==> config.mk <==
export PLATFORM = sky130hd
export DESIGN_NAME = sdac_rx
export DESIGN_NICKNAME = d
export VERILOG_FILES = /design/src/rtl/sdac_pkg.sv /design/src/rtl/sdac_sync.sv /design/src/rtl/sdac_frame.sv /design/src/rtl/sdac_regs.sv /design/src/rtl/sdac_rx.sv
export SDC_FILE = /design/constraint.sdc
export NUM_CORES = 1
export LEC_CHECK = 0
export ABC_CLOCK_PERIOD_IN_PS = 5300
export BUFFER_PORTS_ARGS = -buffer_cell sky130_fd_sc_hd__buf_2
export CAP_MARGIN = 20
export CORE_MARGIN = 3
export CORE_UTILIZATION = 59
export DETAILED_ROUTE_END_ITERATION = 16
export HOLD_SLACK_MARGIN = 0.02
export PLACE_DENSITY = 0.84
export SLEW_MARGIN = 20
export SYNTH_ARGS = -nofsm -noshare
export SYNTH_HDL_FRONTEND = slang
export SYNTH_SLANG_ARGS = --single-unit
==> constraint.sdc <==
create_clock -name clk_i -period 5.3 [get_ports clk_i]
set_clock_uncertainty 0.1 [all_clocks]
set_input_delay 0.795 -clock clk_i [delete_from_list [all_inputs] [get_ports clk_i]]
set_output_delay 0.795 -clock clk_i [all_outputs]
set_load 0.02 [all_outputs]
==> src/rtl/sdac_pkg.sv <==
package sdac_pkg;
  parameter int unsigned DATA_W      = 12;
  parameter int unsigned MODE_W      = 2;
  parameter int unsigned WORD_W      = 16;
  parameter int unsigned SYNC_STAGES = 2;

  typedef enum logic [1:0] {
    PM_NORMAL   = 2'b00,
    PM_PD_1K    = 2'b01,
    PM_PD_100K  = 2'b10,
    PM_TRISTATE = 2'b11
  } pwr_mode_e;
endpackage

==> src/rtl/sdac_sync.sv <==
module sdac_sync #(
  parameter int unsigned WIDTH  = 3,
  parameter int unsigned STAGES = 2,
  parameter logic [WIDTH-1:0] RST_VAL = '0
) (
  input  logic             clk_i,
  input  logic             rst_ni,
  input  logic [WIDTH-1:0] d_i,
  output logic [WIDTH-1:0] q_o
);
  logic [WIDTH-1:0] stg_q [STAGES];

  always_ff @(posedge clk_i or negedge rst_ni) begin
    if (!rst_ni) stg_q[0] <= RST_VAL;
    else         stg_q[0] <= d_i;
  end

  for (genvar i = 1; i < STAGES; i++) begin : g_stg
    always_ff @(posedge clk_i or negedge rst_ni) begin
      if (!rst_ni) stg_q[i] <= RST_VAL;
      else         stg_q[i] <= stg_q[i-1];
    end
  end

  assign q_o = stg_q[STAGES-1];
endmodule

==> src/rtl/sdac_frame.sv <==
module sdac_frame #(
  parameter int unsigned WORD_W = 16
) (
  input  logic              clk_i,
  input  logic              rst_ni,
  input  logic              cs_s_i,
  input  logic              sclk_s_i,
  input  logic              din_s_i,
  output logic              load_o,
  output logic [WORD_W-1:0] word_o
);
  localparam int unsigned CNT_W = $clog2(WORD_W + 1);
  localparam int unsigned SH_W  = WORD_W - 1;

  logic             sclk_q;
  logic [SH_W-1:0]  shift_q;
  logic [CNT_W-1:0] cnt_q;
  logic             armed_q;
  logic             done_q;
  logic             sclk_fall;
  logic             take;

  assign sclk_fall = sclk_q & ~sclk_s_i;
  // bit accepted only inside an armed, unfinished frame
  assign take      = armed_q & ~cs_s_i & ~done_q & sclk_fall;
  assign load_o    = take && (cnt_q == CNT_W'(WORD_W - 1));
  assign word_o    = {shift_q, din_s_i};

  always_ff @(posedge clk_i or negedge rst_ni) begin
    if (!rst_ni) begin
      sclk_q  <= 1'b0;
      shift_q <= '0;
      cnt_q   <= '0;
      armed_q <= 1'b0;
      done_q  <= 1'b0;
    end else begin
      sclk_q <= sclk_s_i;
      if (cs_s_i) begin
        armed_q <= 1'b1;
        shift_q <= '0;
        cnt_q   <= '0;
        done_q  <= 1'b0;
      end else if (take) begin
        shift_q <= {shift_q[SH_W-2:0], din_s_i};
        cnt_q   <= cnt_q + 1'b1;
        if (load_o) done_q <= 1'b1;
      end
    end
  end
endmodule

==> src/rtl/sdac_regs.sv <==
module sdac_regs #(
  parameter int unsigned DATA_W = 12,
  parameter int unsigned MODE_W = 2,
  parameter int unsigned WORD_W = 16
) (
  input  logic                     clk_i,
  input  logic                     rst_ni,
  input  logic                     load_i,
  input  logic [WORD_W-1:0]        word_i,
  output logic [DATA_W-1:0]        dac_o,
  output logic [MODE_W-1:0]        mode_o,
  output logic [(1<<MODE_W)-1:0]   sel_o,
  output logic                     upd_o
);
  localparam int unsigned NUM_MODES = 1 << MODE_W;
  localparam int unsigned MODE_LSB  = DATA_W;

  logic [DATA_W-1:0] dac_q;
  logic [MODE_W-1:0] mode_q;
  logic              upd_q;

  always_ff @(posedge clk_i or negedge rst_ni) begin
    if (!rst_ni) begin
      dac_q  <= '0;
      mode_q <= MODE_W'(sdac_pkg::PM_NORMAL);
      upd_q  <= 1'b0;
    end else begin
      upd_q <= load_i;
      if (load_i) begin
        dac_q  <= word_i[DATA_W-1:0];
        mode_q <= word_i[MODE_LSB +: MODE_W];
      end
    end
  end

  for (genvar m = 0; m < NUM_MODES; m++) begin : g_dec
    assign sel_o[m] = (mode_q == MODE_W'(m));
  end

  assign dac_o  = dac_q;
  assign mode_o = mode_q;
  assign upd_o  = upd_q;
endmodule

==> src/rtl/sdac_rx.sv <==
module sdac_rx #(
  parameter int unsigned DATA_W      = sdac_pkg::DATA_W,
  parameter int unsigned MODE_W      = sdac_pkg::MODE_W,
  parameter int unsigned WORD_W      = sdac_pkg::WORD_W,
  parameter int unsigned SYNC_STAGES = sdac_pkg::SYNC_STAGES,
  localparam int unsigned NUM_MODES  = 1 << MODE_W
) (
  input  logic                 clk_i,
  input  logic                 rst_ni,
  input  logic                 frame_ni,
  input  logic                 sclk_i,
  input  logic                 din_i,
  output logic [DATA_W-1:0]    dac_code_o,
  output logic [MODE_W-1:0]    pwr_mode_o,
  output logic [NUM_MODES-1:0] mode_sel_o,
  output logic                 update_o
);
  logic [2:0]        raw;
  logic [2:0]        syn;
  logic              cs_s;
  logic              load;
  logic [WORD_W-1:0] word;

  assign raw  = {frame_ni, sclk_i, din_i};
  assign cs_s = syn[2];

  // select resets as low so a frame needs a seen-high first
  sdac_sync #(.WIDTH(3), .STAGES(SYNC_STAGES), .RST_VAL(3'b000)) u_sync (
    .clk_i (clk_i),
    .rst_ni(rst_ni),
    .d_i   (raw),
    .q_o   (syn)
  );

  sdac_frame #(.WORD_W(WORD_W)) u_frame (
    .clk_i   (clk_i),
    .rst_ni  (rst_ni),
    .cs_s_i  (cs_s),
    .sclk_s_i(syn[1]),
    .din_s_i (syn[0]),
    .load_o  (load),
    .word_o  (word)
  );

  sdac_regs #(.DATA_W(DATA_W), .MODE_W(MODE_W), .WORD_W(WORD_W)) u_regs (
    .clk_i (clk_i),
    .rst_ni(rst_ni),
    .load_i(load),
    .word_i(word),
    .dac_o (dac_code_o),
    .mode_o(pwr_mode_o),
    .sel_o (mode_sel_o),
    .upd_o (update_o)
  );
endmodule

# == After elaboration in Yosys (flattened, before gate mapping) ==
# Cells that the tools add are included.
# word_totals
mem_count,0
romBits,0
ff_bits,42
out_inout_bits,19
word_cells,34
ramBits,0
inputBits,5
latch_bits,0
# classes
div,0
multipliers,0
bitwise_logic,7
shift,0
order_cmp,0
mux,7
reduce_logical,5
addsub,1
n_eq_ne,4
# op_table
cell,n
13-bit two-way mux,2
5-bit two-way mux,2
"5-bit by 1-bit adder with 5-bit output, second input constant",1
"5-bit by 4-bit equality test with 1-bit output, second input constant",1
1-bit AND,4
"2-bit equality test, second input constant",2
2-bit nonzero test,2
1-bit two-way mux,3
1-bit NOT,3
"2-bit by 1-bit equality test with 1-bit output, second input constant",1
2-bit logical NOT,1
2-bit AND reduction,1
1-bit logical AND,1

# == Depth between registers and ports, before layout ==
# Gate-level depths: netlist of run 1.
# depth
ltp_word,8
ltp_mapped,6
mapped_depth_nobuf,5

# == By module ==
# From an unflattened synthesis of run 1, not the netlist that was laid out.
# hier_totals
hier_cells,144
area_unflattened_um2,1721.7
# modules_own_cells
mod,n_inst,area_each_um2,cells_per_inst,seq_area_each_um2
sdac_frame,1,982.2,101,575.6
sdac_regs,1,566.8,34,375.4
sdac_sync,1,172.7,9,150.1

# == Worst setup path before layout of run 1 ==
# Ideal clock, no wire load.
# synth_timing
path_kind,register to register
start,register u_frame.cnt_q[0]
end,register u_regs.dac_q[10] (netlist: u_regs.dac_o[10])
n_path_buf,1
required_ns,5.075
period_less_slack_ns,1.761
setup_ns,0.125
slack_ns,3.539
t_arrival_ns,1.536
stages_incl_launch_ff,7
path_cell_list,dfrtp_1 -> ha_1 -> and3_1 -> ha_1 -> nand3b_4 -> buf_6 -> mux2_4
# synth_between
elab_chain_cells,2
# synth_rtl
element,line_no,text
"start, declared",sdac_frame.sv:17,logic [CNT_W-1:0] cnt_q;
"start signal, assigned",sdac_frame.sv:45,cnt_q <= cnt_q + 1'b1;
5-bit by 4-bit equality test with 1-bit output,sdac_frame.sv:26,assign load_o = take && (cnt_q == CNT_W'(WORD_W - 1));
1-bit logical AND,sdac_frame.sv:26,
"end signal, assigned",sdac_regs.sv:30,dac_q <= word_i[DATA_W-1:0];
"end, declared",sdac_regs.sv:18,logic [DATA_W-1:0] dac_q;
# Every way passes these cells.
# A chain may end at the register's enable or synchronous reset.

# == Worst setup path in the final report of run 1 ==
# layout_timing
start,"register u_sync.stg_q, in the netlist u_sync.q_o[1]"
end,register u_regs.dac_q[6] (netlist: u_regs.dac_o[6])
# layout_between
elab_chain_cells,4
# layout_rtl
element,line_no,text
"start, declared",sdac_sync.sv:11,logic [WIDTH-1:0] stg_q [STAGES];
"start signal, assigned by index",sdac_sync.sv:21,else stg_q[i] <= stg_q[i-1];
1-bit NOT,sdac_frame.sv:23,assign sclk_fall = sclk_q & ~sclk_s_i;
1-bit AND,sdac_frame.sv:23,
1-bit AND,sdac_frame.sv:25,assign take = armed_q & ~cs_s_i & ~done_q & sclk_fall;
1-bit logical AND,sdac_frame.sv:26,
# Every way passes these cells.

==> results.py, run 1 <==
metrics = {
    "cts": {
        "cts_root_buf": "clkbuf_4",
        "clock_path_buffers": 2,
        "cts.repair.resized": 0,
        "htree_levels": 2,
        "clkTransAtPathRegs_ps": 110,
        "cts_buffers": 5,
        "cts_tree": "yes",
        "clkSinkCount": 42,
        "clk_latency_ps": 340,
        "post_cts_buffers": 0,
        "cts_hold_buffers": 0,
    },
    "synthesis": {
        "synth_area_mm2": 0.00164,
        "synth_edf_count": 0,
        "syn_nets": 139,
        "yosysUniqueCellTypes": 23,
        "synth_top_area_share_pct": 64.0,
        "async_reset_ff_share_pct": 100,
        "ys_ff_latch": 42,
        "synth_top_area_cell": "dfrtp_1",
        "seq_area_frac_synth_pct": 64.0,
        "synthCells": 132,
        "ys.warnings.count": 0,
        "ys_top_cells_by_area": "dfrtp_1 64%, mux2_4 7.3%, nand2_1 6.4%",
        "syn_avg_cell_area_um2": 12.4,
        "synth_ff_type": "dfrtp_1",
    },
    "timing": {
        "fin_ws_ps": 3260,
        "whs_ps": 261,
        "period_minus_slack_ps": 2040,
        "drv_slew": 0,
        "fin_setup_tns_ps": 0,
        "clock.fmax_mhz": 491,
        "finalCritPeriodShare_pct": 38.4,
        "tightestPinTransition_ps": 873,
        "setup_viol": 0,
        "slew_headroom_pct": 41.8,
        "rsz0062_at_grt": "false",
        "hold_violations": 0,
    },
    "place": {
        "pre_cts_ws_ps": 3270,
        "io_buffers": 23,
        "post-dp-hpwl_mm": 1.78,
        "gp_congestion": 0.724,
    },
    "drt": {
        "vias_per_cell": 5.51,
        "dr.pass1.iters": 4,
        "post-route-drc-count": 0,
        "drt_iter0_drc": 27,
        "num_vias": 1014,
        "routed_wl_mm": 2.63,
        "ant_nets": 0,
        "drt-wirelength-per-cell_um": 14.3,
    },
    "critical_path": {
        "r2r_cells": 3,
        "crit_arrival_ps": 2170,
        "path_class": "register to register",
        "ff2ff_setup_slack_ps": 3260,
        "crit_path_max_fanout": 18,
        "crit_cells": 3,
        "path_cells": "and4bb_1 -> nand3b_4 -> mux2_4",
        "slowest_delay_ps": 710,
        "cp_num_buf_inv": 0,
        "r2r_start": "u_sync.q_o[1]",
        "cp-start-kind": "register",
        "path_delay_family": "simple AND/OR/NAND/NOR gates",
        "end_kind": "register",
        "cp_slowest_cell": "and4bb_1",
        "r2r-end": "u_regs.dac_o[6]",
        "crit_required_ps": 5430,
    },
    "power": {
        "pwr_density_cell_mw_per_mm2": 276,
        "vdd_drop_max_mv": 0.271,
        "power_w": 0.000497,
        "p_leak_nw": 0.949,
    },
    "floorplanning": {
        "dieArea_mm2": 0.00345,
        "fp.dieH_um": 58.8,
        "start_util_pct": 64.0,
        "floorplan.core_area_mm2": 0.00257,
        "std_cell_rows": 18,
        "io_pins": 24,
        "die_x_um": 58.8,
    },
    "cells_and_area": {
        "num-nets-final": 162,
        "layout.cells.most_common": "dfrtp_1",
        "most-common-layout-cells": "42 x dfrtp_1, 28 x nand2_1, 23 x buf_2",
        "num_antenna_cells": 0,
        "drive_above_1_share_pct": 29.2,
        "syn2layout_area_growth_pct": 9.75,
    },
    "min_path": {
        "whs_path_depth": 0,
        "holdCritStartpoint": "u_sync.stg_q[3]",
        "holdCritPathClass": "register to register",
        "hold_path_end": "u_sync.q_o[0]",
    },
    "job": {
        "drv_cap": 0,
    },
    "global_route": {
        "grt_max_degree": 43,
        "overflow": 0,
        "antenna_found_initial": 0,
        "grt_usage_pct": 17.9,
        "grt_first_pass_wirelength_mm": 4.54,
        "grt_pass1_vias": 1021,
    },
    "outcome": {
        "status": "finished clean",
    },
}
-- how the worst max path moves through the flow --
stage / from / endpoint / slack [ps]
finish: u_sync.q_o[1] / u_regs.dac_o[6] / 3260
global route: u_sync.q_o[1] / u_regs.dac_o[6] / 3080
CTS: u_sync.q_o[1] / u_regs.dac_o[6] / 3250
detailed placement: u_sync.q_o[1] / u_regs.dac_o[6] / 3270
global placement: u_sync.q_o[1] / u_regs.dac_o[9] / 3320
floorplan: u_frame.cnt_q[0] / u_regs.dac_o[10] / 3540
-- worst reg2reg max path, stage by stage, from the launching register on --
cell	delay, ps
dfrtp_1	400
and4bb_1	710
nand3b_4	340
mux2_4	390
-- final cells by class --
class | instances | area (µm²)
well taps | 30 | 37.5
repair buffers | 23 | 115
clock buffers | 6 | 51.3
inverters | 4 | 15.0
multi-input cells | 79 | 533
flip-flops and latches | 42 | 1050
fillers | 190 | 764
-- kinds of logic after synthesis --
kind of cell    Yosys count  synth area share [%]
mux                      14                  11.4
simple gates             42                  12.7
fa+ha+maj                 2                  1.52
xor+xnor                  1                 0.533
buf+inv                  11                  3.58
compound gates           20                  6.25
flops                    42                  64.0
-- sequential cells by signal, indices dropped and copies added (netlist names), 2 cells and up --
register / flops
u_frame.cnt_q: 5
u_frame.shift_q: 13
u_regs.dac_o: 12
u_regs.mode_o: 2
u_sync.q_o: 3
u_sync.stg_q: 3
-- synth_stat cells (all sizes together) (2+ instances only) --
library cell and instances:
buf 4, nand2 28, clkbuf 3, o21ai 2, dfrtp 42, inv 4, a21oi 17, ha 2
nor2b 2, nor2 3, or3 2, mux2 14
-- metal layers --
layer | vias up | GRT usage, % | share of wire, %
li1 | 481 | - | -
met1 | 491 | 20.4 | 41
met2 | 34 | 30.9 | 50
met3 | 8 | 4.61 | 6.1
met4 | 0 | 8.74 | 2.3
met5 | - | 0 | 0
-- per-stage QoR --
step | utilization (%) | cells | cell area (µm²)
detailed placement | 68.2 | 178 | 1750
global placement | 68.2 | 178 | 1750
CTS | 70.2 | 184 | 1800
floorplan | - | 132 | 1640
global route | 70.2 | 184 | 1800
finish | 70.2 | 184 | 1800
-- report_power, final --
| group | internal, W | switching [W] | leakage (nW) |
|---|---|---|---|
| clock network | 0.0000599 | 0.0000915 | 0.0302 |
| logic | 0.00000408 | 0.0000117 | 0.356 |
| registers | 0.000325 | 0.00000478 | 0.564 |
| total | 0.000389 | 0.000108 | 0.949 |
Power figures use the tool's default switching activity.
==> inputs of run 2 (changes only) <==
Settings changed: ABC_AREA set to 1, ABC_CLOCK_PERIOD_IN_PS 5300 to 1900, CORE_UTILIZATION 59 to 55, PLACE_DENSITY 0.84 to 0.79.
Clock period 5.3 ns to 1.9 ns, I/O delays scaled along.
==> results.py, run 2 <==
metrics = {
    "outcome": {
        "status": "finished clean",
    },
    "min_path": {
        "holdCritStartpoint": "u_sync.stg_q[5]",
        "holdCritPathClass": "register to register",
        "hold_path_end": "u_sync.q_o[2]",
        "whs_path_depth": 0,
    },
    "cts": {
        "htree_levels": 2,
        "post_cts_buffers": 0,
        "clkTransAtPathRegs_ps": 110,
        "clkSinkCount": 42,
        "clk_latency_ps": 350,
        "cts_tree": "yes",
        "clock_path_buffers": 2,
        "cts.repair.resized": 0,
        "cts_root_buf": "clkbuf_4",
        "cts_buffers": 5,
        "cts_hold_buffers": 4,
    },
    "timing": {
        "fin_setup_tns_ps": 0,
        "whs_ps": 260,
        "finalCritPeriodShare_pct": 89.8,
        "setup_viol": 0,
        "hold_violations": 0,
        "drv_slew": 0,
        "slew_headroom_pct": 66.8,
        "rsz0062_at_grt": "false",
        "period_minus_slack_ps": 1710,
        "clock.fmax_mhz": 586,
        "tightestPinTransition_ps": 498,
    },
    "synthesis": {
        "synth_edf_count": 0,
        "synth_area_mm2": 0.00167,
        "synthCells": 174,
        "ys_top_cells_by_area": "dfrtp_1 63%, nand2_1 19%, nand3_1 4.5%",
        "ys_ff_latch": 42,
        "synth_ff_type": "dfrtp_1",
        "syn_avg_cell_area_um2": 9.59,
        "synth_top_area_share_pct": 63.0,
        "synth_common_cells": "84 x nand2_1, 42 x dfrtp_1, 15 x nand3_1",
        "seq_area_frac_synth_pct": 63.0,
        "async_reset_ff_share_pct": 100,
        "synth_top_area_cell": "dfrtp_1",
        "yosysMostFrequentCell": "nand2_1",
        "yosysUniqueCellTypes": 16,
        "syn_nets": 181,
        "ys.warnings.count": 0,
    },
    "critical_path": {
        "path_delay_family": "adder cells",
        "r2r_start": "u_frame.cnt_q[0]",
        "r2r_cells": 7,
        "crit_path_max_fanout": 11,
        "end_kind": "register",
        "crit_required_ps": 2090,
        "r2r-end": "u_regs.dac_o[2]",
        "slowest_delay_ps": 430,
        "cp-start-kind": "register",
        "cp_slowest_cell": "dfrtp_1",
        "crit_arrival_ps": 1900,
        "path_class": "register to register",
        "cp_num_buf_inv": 1,
        "ff2ff_setup_slack_ps": 190,
        "path_cells": "ha_1 -> nand2_1 -> nor2_1 -> ha_1 -> buf_4 -> nand3_1 -> nand2_1",
    },
    "job": {
        "drv_cap": 0,
    },
    "floorplanning": {
        "floorplan.core_area_mm2": 0.00283,
        "std_cell_rows": 19,
        "die_x_um": 61.1,
        "io_pins": 24,
        "start_util_pct": 59.0,
        "dieArea_mm2": 0.00373,
        "fp.dieH_um": 61.1,
    },
    "drt": {
        "ant_nets": 0,
        "vias_per_cell": 5.02,
        "num_vias": 1184,
        "dr.pass1.iters": 4,
        "drt-wirelength-per-cell_um": 11.3,
        "post-route-drc-count": 0,
        "drt_iter0_drc": 35,
        "routed_wl_mm": 2.68,
    },
    "global_route": {
        "grt_usage_pct": 17.8,
        "grt_pass1_vias": 1104,
        "grt_first_pass_wirelength_mm": 4.62,
        "grt_max_degree": 43,
        "antenna_found_initial": 0,
        "overflow": 0,
    },
    "cells_and_area": {
        "nFillCells": 230,
        "drive_above_1_share_pct": 19.5,
        "num-nets-final": 212,
        "largest_register_ffs": 13,
        "top_register": "u_frame.shift_q",
        "num_antenna_cells": 0,
        "layout.cells.most_common": "nand2_1",
        "most-common-layout-cells": "84 x nand2_1, 42 x dfrtp_1, 23 x buf_2",
        "syn2layout_area_growth_pct": 15.1,
    },
    "power": {
        "vdd_drop_max_mv": 0.932,
        "p_leak_nw": 1.16,
        "pwr_density_cell_mw_per_mm2": 802,
    },
    "place": {
        "io_buffers": 23,
        "gp_congestion": 0.719,
        "post-dp-hpwl_mm": 1.84,
    },
}
[run 2: how the worst max path moves through the flow]
stage                      from               end  cells past startpoint
5_1_grt        u_frame.cnt_q[0]   u_regs.dac_o[2]                      7
2_1_floorplan  u_frame.cnt_q[0]  u_regs.dac_o[10]                      7
4_1_cts        u_frame.cnt_q[0]   u_regs.dac_o[2]                      7
6_report       u_frame.cnt_q[0]   u_regs.dac_o[2]                      7
3_5_place_dp   u_frame.cnt_q[0]   u_regs.dac_o[2]                      7
3_3_place_gp   u_frame.cnt_q[0]   u_regs.dac_o[3]                      7
[run 2: kinds of logic (layout without fill, tap and decap cells)]
| logic type | after synthesis | count (layout) | share of synthesized area [%] |
|---|---|---|---|
| adder cells (fa/ha/maj) | 2 | 2 | 1.50 |
| flip-flops | 42 | 42 | 63.0 |
| AO/OA/AOI/OAI | 1 | 1 | 0.525 |
| AND/OR/NAND/NOR | 114 | 114 | 30.2 |
| buffers and inverters | 15 | 46 | 4.80 |
[run 2: where the power goes]
part / total, W / internal, W / switching, W
Sequential: 0.000913 / 0.000905 / 0.00000824
Clock: 0.000567 / 0.000306 / 0.000261
Combinational: 0.0000593 / 0.0000189 / 0.0000405
[run 2: area by class of cell]
cell class | instances | area, µm² | area share [%]
repair buffers | 30 | 178 | 9.25
multi-input cells | 117 | 538 | 28.0
clock inverters | 1 | 30.0 | 1.56
well taps | 31 | 38.8 | 2.02
flip-flops and latches | 42 | 1050 | 54.7
clock buffers | 6 | 51.3 | 2.67
inverters | 9 | 33.8 | 1.76
[run 2: per-layer routing]
metal	GRT usage, %	wire length [µm]	up-vias
li1	-	-	600
met1	19.0	1100	549
met2	30.1	1390	30
met3	6.92	129	5
met4	9.60	61	0
met5	0	0	-
[run 2: through the flow]
stage                     worst slack, ps  util [%]  instance area, µm²  total power, W  std cells
after floorplan                       318         -                1670        0.000961        174
after global placement                327      63.6                1800        0.000984        225
after detailed placement              227      63.6                1800        0.000986        225
after CTS                             194      67.9                1920         0.00157        236
after global routing                 53.1      67.9                1920         0.00161        236
final                                 194      67.9                1920         0.00154        236
